## src/rtl/pwm_quad.sv

```systemverilog
module pwm_quad #(
  parameter int NCH   = 4,
  parameter int CNT_W = 16,
  parameter int AW    = 5
) (
  input  logic             clk,
  input  logic             rst_n,
  input  logic             bus_we,
  input  logic [AW-1:0]    bus_addr,
  input  logic [31:0]      bus_wdata,
  output logic [31:0]      bus_rdata,
  output logic [NCH-1:0]   pwm_out
);
  localparam int SEL_W    = 2;
  localparam int SEL_LSB  = 4;
  localparam int DUTY_LSB = 16;
  localparam int STEP_LOG = 3;
  localparam int PD_W     = STEP_LOG * ((1 << SEL_W) - 1);

  logic [NCH-1:0]                 en_q;
  logic [NCH-1:0][SEL_W-1:0]      sel_q, act_sel_q, nxt_sel;
  logic [NCH-1:0][CNT_W-1:0]      tb_q, duty_q, nxt_tb, nxt_duty;
  logic [NCH-1:0][CNT_W-1:0]      act_tb_q, act_duty_q, cnt_q;
  logic [NCH-1:0][PD_W-1:0]       pd_q, pd_last;
  logic [NCH-1:0]                 cfg_wr, tick_w, wrap_w;

  wire ctrl_wr = bus_we && (bus_addr == '0);

  always_comb begin
    for (int n = 0; n < NCH; n++) begin
      cfg_wr[n]   = bus_we && (bus_addr == AW'(4 * (n + 1)));
      nxt_sel[n]  = ctrl_wr   ? bus_wdata[SEL_LSB + SEL_W*n +: SEL_W] : sel_q[n];
      nxt_tb[n]   = cfg_wr[n] ? bus_wdata[0 +: CNT_W]                : tb_q[n];
      nxt_duty[n] = cfg_wr[n] ? bus_wdata[DUTY_LSB +: CNT_W]         : duty_q[n];
      pd_last[n]  = PD_W'(((PD_W+1)'(1) << (STEP_LOG * act_sel_q[n])) - (PD_W+1)'(1));
      tick_w[n]   = (pd_q[n] == pd_last[n]);
      wrap_w[n]   = tick_w[n] && (cnt_q[n] == act_tb_q[n] - CNT_W'(1));
      pwm_out[n]  = en_q[n] && (cnt_q[n] < act_duty_q[n]);
    end
  end

  always_ff @(posedge clk or negedge rst_n) begin
    if (!rst_n) begin
      en_q   <= '0;
      sel_q  <= '0;
      tb_q   <= '0;
      duty_q <= '0;
    end else begin
      if (ctrl_wr) en_q <= bus_wdata[NCH-1:0];
      sel_q  <= nxt_sel;
      tb_q   <= nxt_tb;
      duty_q <= nxt_duty;
    end
  end

  always_ff @(posedge clk or negedge rst_n) begin
    if (!rst_n) begin
      pd_q       <= '0;
      cnt_q      <= '0;
      act_sel_q  <= '0;
      act_tb_q   <= '0;
      act_duty_q <= '0;
    end else begin
      for (int n = 0; n < NCH; n++) begin
        if (!en_q[n]) begin
          pd_q[n]       <= '0;
          cnt_q[n]      <= '0;
          act_sel_q[n]  <= nxt_sel[n];
          act_tb_q[n]   <= nxt_tb[n];
          act_duty_q[n] <= nxt_duty[n];
        end else begin
          pd_q[n] <= tick_w[n] ? '0 : pd_q[n] + PD_W'(1);
          if (wrap_w[n]) begin
            cnt_q[n]      <= '0;
            act_sel_q[n]  <= nxt_sel[n];
            act_tb_q[n]   <= nxt_tb[n];
            act_duty_q[n] <= nxt_duty[n];
          end else if (tick_w[n]) begin
            cnt_q[n] <= cnt_q[n] + CNT_W'(1);
          end
        end
      end
    end
  end

  always_comb begin
    bus_rdata = '0;
    if (bus_addr == '0) begin
      bus_rdata[NCH-1:0] = en_q;
      for (int n = 0; n < NCH; n++)
        bus_rdata[SEL_LSB + SEL_W*n +: SEL_W] = sel_q[n];
    end
    for (int n = 0; n < NCH; n++) begin
      if (bus_addr == AW'(4 * (n + 1))) begin
        bus_rdata[0 +: CNT_W]        = tb_q[n];
        bus_rdata[DUTY_LSB +: CNT_W] = duty_q[n];
      end
    end
  end
endmodule


```

## config.mk

```make
export PLATFORM = sky130hd
export DESIGN_NAME = pwm_quad
export DESIGN_NICKNAME = d
export VERILOG_FILES = /design/src/rtl/pwm_quad.sv
export SDC_FILE = /design/constraint.sdc
export NUM_CORES = 1
export LEC_CHECK = 0
export CORE_MARGIN = 2
export CORE_UTILIZATION = 55
export DETAILED_ROUTE_END_ITERATION = 10
export PLACE_DENSITY = 0.77
export SLEW_MARGIN = 20
export SYNTH_ARGS = -nofsm -noshare
export SYNTH_HDL_FRONTEND = slang
export SYNTH_SLANG_ARGS = --single-unit
export TNS_END_PERCENT = 100
```

## constraint.sdc

```tcl
create_clock -name clk -period 6.69 [get_ports clk]
set_clock_uncertainty 0.2 [all_clocks]
set_input_delay 1.0035 -clock clk [delete_from_list [all_inputs] [get_ports clk]]
set_output_delay 1.0035 -clock clk [all_outputs]
set_load 0.02 [all_outputs]
```

Word-level counts from Yosys, hierarchy flattened. Index checks and enable logic that the tools add are counted.

Flip-flop bits (word level): 376. Input bits: 40. Output and inout bits: 36. Logic and storage cells: 156.

Add/subtract/negate cells: 16. Multipliers: 4. Order comparisons: 4. Eq/ne operators: 20. Shift operators: 4. Multiplexer cells: 61. Reductions and logical operators: 14.

Operators by type and width (count): 16-bit 2-to-1 mux (36); 32-bit 2-to-1 mux (4); 9-bit 2-to-1 mux (8); 16-bit by 1-bit adder with 16-bit output, second input constant (4); 16-bit equality test (4); 16-bit less-than comparator (4); 16-bit by 1-bit subtractor with 16-bit output, second input constant (4); 9-bit by 1-bit adder with 9-bit output, second input constant (4); 9-bit equality test (4); 1-bit by 4-bit left shift with 9-bit output, first input constant (4); 9-bit by 2-bit subtractor with 9-bit output, second input constant (4); 2-bit 2-to-1 mux (12); 2-bit by 2-bit multiplier with 4-bit output, first input constant (4); 1-bit logical AND (13); 12-bit 2-to-1 mux (1); 3-bit by 1-bit != test with 1-bit output, second input constant (4); 5-bit by 4-bit equality test with 1-bit output, second input constant (2); 2-bit by 1-bit != test with 1-bit output, second input constant (4); 5-bit by 3-bit equality test with 1-bit output, second input constant (1); 5-bit equality test, second input constant (1); 5-bit logical NOT (1).

Depth between registers and ports, before layout.
Depth in word-level cells: 7. Depth in mapped cells: 13. Mapped depth without buffers: 10.

Worst setup path before layout. No wires, ideal clock.

Path type: input-to-output. Start: in bus_addr[2]. End: out bus_rdata[10]. Arrival: 2621 ps. Setup slack: 2865 ps. Cell stages on the path: 4. Buffers on the path: 2. Cell sequence: clkbuf_1 buf_1 mux4_2 a22o_1.

Longest elaborated chain between the ends: 6.

Ends and longest elaborated chain: start, declared (RTL line 9) `input logic [AW-1:0] bus_addr,`; 5-bit logical NOT (RTL line 88) `if (bus_addr == '0) begin`; 12-bit 2-to-1 mux (RTL line 88); 32-bit 2-to-1 mux (3 in a row) (RTL line 94) `if (bus_addr == AW'(4 * (n + 1))) begin`; 32-bit 2-to-1 mux (*) (RTL line 94); end, declared (RTL line 11) `output logic [31:0] bus_rdata,`.

Mark *: on every way between the ends. The rest lies on a longest branch, timed or not.

Worst setup path after layout.
Start: in bus_addr[1]. End: out bus_rdata[24].

Longest elaborated chain between the ends: 5.

Ends and longest elaborated chain (RTL line): 5-bit by 3-bit equality test with 1-bit output (94); 32-bit 2-to-1 mux (3 in a row) (94); 32-bit 2-to-1 mux (*) (94).

Marks and branches as above.

==> results by group <==
STA
  • Final setup slack of the worst path: 1.54 ns
  • Slew at the pin with the worst max-slew slack: 1.12 ns
  • Period minus WS final: 5.15 ns
  • Worst max-slew margin expressed relative to the limit: 0.252
  • Final cycle utilization of the critical path: 0.769
  • Final-report max-slew violation count: 0
  • RSZ-0062 raised after global routing: no
  • # setup viols final: 0
  • Aggregate negative setup slack: 0 ns
  • FMAX: 0.194 GHz
  • Count of final hold-check violations: 0

CTS
  • CTS tree: done
  • Hold-fix buffers, CTS: 0
  • CTS clock-pin slew for the worst setup and hold paths: 0.06 ns
  • Setup Buffers After CTS: 0
  • Cell at the root of the clock tree: sky130_fd_sc_hd__clkbuf_16
  • CTS HTree Levels: 2
  • TritonCTS buffer count: 39
  • Buffers from clock root to sink, at most: 3
  • Number of clock sinks: 376
  • Worst skew pair latency: 0.55 ns
  • PostCTS Resize Cnt: 0

Setup path
  • Top delay family on crit path: buffers and inverters
  • Launching instance or port of the critical path: bus_addr[1]
  • Maximum fanout encountered on the critical timing path: 16
  • R2R Setup Slk: 2.14 ns
  • Crit path required time: 5.49 ns
  • Buffers plus inverters on the worst setup path: 4
  • Crit Reg-Reg Startpoint: act_tb_q[48]
  • Worst EP arrival: 3.94 ns
  • Worst-case reg-to-reg path depth: 10
  • Critical Path Source Type: primary input
  • End of the worst register-to-register path: act_duty_q[55]
  • Ordered list of cells on the worst path: clkdlybuf4s50_1, nor3_2, buf_4, nand2_1, nor2_2, buf_4, a222oi_1, nand2_1, clkdlybuf4s50_1
  • Cell with the largest stage delay on the worst path: sky130_fd_sc_hd__nor2_2
  • Setup CP Type: in2out
  • Endpoint class of the critical path: primary output
  • Delay of the slowest critical-path stage: 0.85 ns

Drt
  • Detail-routed via count per cell: 6.10
  • Post-route DRC violation count: 0
  • Via Count: 14077
  • 1st-pass router iterations: 8
  • Average wire length per cell after detail routing: 22.0 um
  • Total length of routed wires: 50800 um
  • Post-detailed-route count of antenna-violating nets: 0
  • Count of routing violations after the opening detailed-route iteration: 1009

Floorplanning
  • Area of the core region: 0.0356 mm^2
  • Number of I/O pins: 76
  • Effective utilization at floorplan: 0.559
  • Die Footprint: 0.0377 mm^2
  • Site Rows: 69
  • Die outline width: 194 um
  • Die H: 194 um

Logic synthesis
  • Count of state elements after synthesis: 376
  • Largest family of logic cells by synthesized area: multiplexers
  • Post-synthesis cell type count: 74
  • Compound-cell area share of the yosys netlist: 0.0733
  • Share of the yosys chip area belonging to registers: 0.473
  • Library cell occupying the most area in the post-synthesis netlist: sky130_fd_sc_hd__dfrtp_1
  • Most used flip-flop cell after synthesis: sky130_fd_sc_hd__dfrtp_1
  • Multiplexer share of the synthesized area: 0.177
  • Asr flop ratio synth: 1.00
  • Most area-consuming cells after synthesis: sky130_fd_sc_hd__dfrtp_1, sky130_fd_sc_hd__mux2_2, sky130_fd_sc_hd__ha_1
  • Synthesized Nets: 1874
  • Most used standard cell by instance count after synthesis: sky130_fd_sc_hd__dfrtp_1
  • Synth cell count leaders: sky130_fd_sc_hd__dfrtp_1, sky130_fd_sc_hd__mux2_2, sky130_fd_sc_hd__nor2_1
  • Number of warnings printed during yosys synthesis: 0
  • Post-synthesis share of cell area spent on and, or, nand and nor gates: 0.120
  • Post-Synth Adder-Cell Area: 0.0478
  • Yosys top cell area share: 0.473
  • Mapped Cells: 1758
  • Avg Cell Area, Syn: 11.3 um^2
  • Number of enable flip-flop cells after synthesis: 0
  • Mapped cell area: 0.0199 mm^2
  • Synthesized-area fraction occupied by xor and xnor cells: 0.0732

Placed design
  • Half-perimeter wire length after placement: 36600 um
  • Input/output buffers: 75
  • Last weighted congestion value of the routability-driven placer: 0.899
  • Setup slack at placement: 1.53 ns

GRT
  • Number of antenna violations at the first check in global routing: 1
  • Number of global-route vias before repair: 14261
  • GR Layer Usage met3: 0.0395
  • Global-route wire length before repair: 81200 um
  • Grt met1 use: 0.373
  • Most heavily used metal layer in global routing: met2
  • Aggregate global-route resource usage: 0.273
  • Largest net degree at the start of global routing: 144
  • Residual overflow from global routing: 0
  • Global Route met2 Usage: 0.449

Pwr
  • Internal cell power: 4.87 mW
  • Logic pwr share: 0.271
  • Power density relative to cell area: 325 mW/mm^2
  • Leak Pwr: 10.2 nW
  • Sw Pwr: 2.41 mW
  • Share of power burned in registers: 0.433
  • Sw Ratio: 0.331
  • Worst IR Drop VDD: 0.249 mV
  • Power after layout: 7.28 mW
  • Power share of the clock group: 0.296

Layout
  • Area Growth Syn to Fin: 12.6%
  • Fin nets: 1934
  • Share of cells above drive strength 1: 0.213
  • Fraction of the core area covered by cells at the end of the flow: 0.629

Flow run
  • Max capacitance violation total: 0

Min path
  • Tightest Hold Check Type: in2async

Status
  • Result of the run: completed
## per-layer routing
metal,share of wire,routed length (um)
met5,0,0
met4,0.031,1590
met3,0.053,2710
met2,0.48,24300
met1,0.44,22200
## power groups by stage
stage                     clock, mW  combinational (mW)  sequential (mW)
after detailed placement          0                1.94             3.18
after CTS                      2.18                1.96             3.14
after global placement            0                1.87             3.15
final                          2.15                1.97             3.15
after floorplan                   0                1.50             2.95
after global routing           2.28                2.16             3.20
## layout by cell type, fill, tap and decap left out, types with 11 or more instances in the layout
| cell type | count |
|---|---|
| sky130_fd_sc_hd__ha_1 | 76 |
| sky130_fd_sc_hd__clkdlybuf4s50_1 | 74 |
| sky130_fd_sc_hd__nand2_1 | 94 |
| sky130_fd_sc_hd__xor2_1 | 81 |
| sky130_fd_sc_hd__inv_1 | 94 |
| sky130_fd_sc_hd__mux2_2 | 271 |
| sky130_fd_sc_hd__a22o_1 | 13 |
| sky130_fd_sc_hd__buf_4 | 21 |
| sky130_fd_sc_hd__a222oi_1 | 20 |
| sky130_fd_sc_hd__o21ai_0 | 25 |
| sky130_fd_sc_hd__nor3_1 | 23 |
| sky130_fd_sc_hd__nand3_1 | 63 |
| sky130_fd_sc_hd__clkbuf_16 | 39 |
| sky130_fd_sc_hd__dfrtp_1 | 376 |
| sky130_fd_sc_hd__o31ai_1 | 13 |
| sky130_fd_sc_hd__nand2b_1 | 14 |
| sky130_fd_sc_hd__a21o_1 | 18 |
| sky130_fd_sc_hd__mux4_2 | 13 |
| sky130_fd_sc_hd__a21oi_1 | 24 |
| sky130_fd_sc_hd__xnor2_1 | 85 |
| sky130_fd_sc_hd__or4_1 | 11 |
| sky130_fd_sc_hd__nand4_1 | 29 |
| sky130_fd_sc_hd__nor2_1 | 141 |
| sky130_fd_sc_hd__and3_1 | 29 |
## area by class of cell
| cell class | count | area (um^2) |
|---|---|---|
| Clock inverter | 12 | 131 |
| Tap cell | 461 | 577 |
| Clock buffer | 55 | 1140 |
| Inverter | 94 | 353 |
| Timing Repair Buffer | 98 | 953 |
| Sequential cell | 376 | 9410 |
| Fill cell | 2718 | 13200 |
| Multi-Input combinational cell | 1209 | 9810 |
| Antenna cell | 1 | 2.50 |
## cell families after synthesis
family | count (synthesis)
adders and majority gates | 76
and+or+nand+nor | 475
muxes | 301
AOI/OAI and AO/OA | 191
buffers and inverters | 173
xor gates and xnor gates | 166
DFF | 376
## worst max-delay path by stage
stage	endpoint	cells past startpoint	slack, ns
floorplan	bus_rdata[10]	4	2.87
global placement	bus_rdata[17]	8	1.66
detailed placement	bus_rdata[14]	9	1.53
CTS	bus_rdata[14]	9	1.53
global route	bus_rdata[27]	9	1.43
finish	bus_rdata[24]	9	1.54
## flip-flops by register name, indices dropped and copies added (netlist names)
| name | count |
|---|---|
| act_duty_q | 64 |
| act_tb_q | 64 |
| cnt_q | 64 |
| duty_q | 64 |
| tb_q | 64 |
| pd_q | 36 |
| act_sel_q | 8 |
| sel_q | 8 |
| en_q | 4 |
## stage by stage
stage                     hold slack (ns)  area [um^2]  std cells
after global routing                0.313        22400       2305
final                               0.256        22400       2306
after CTS                           0.280        22400       2304
after global placement              0.264        21100       2237
after floorplan                     0.247        19900       1758
after detailed placement            0.273        21100       2237
No activity file was read; power rests on OpenSTA's default activity.
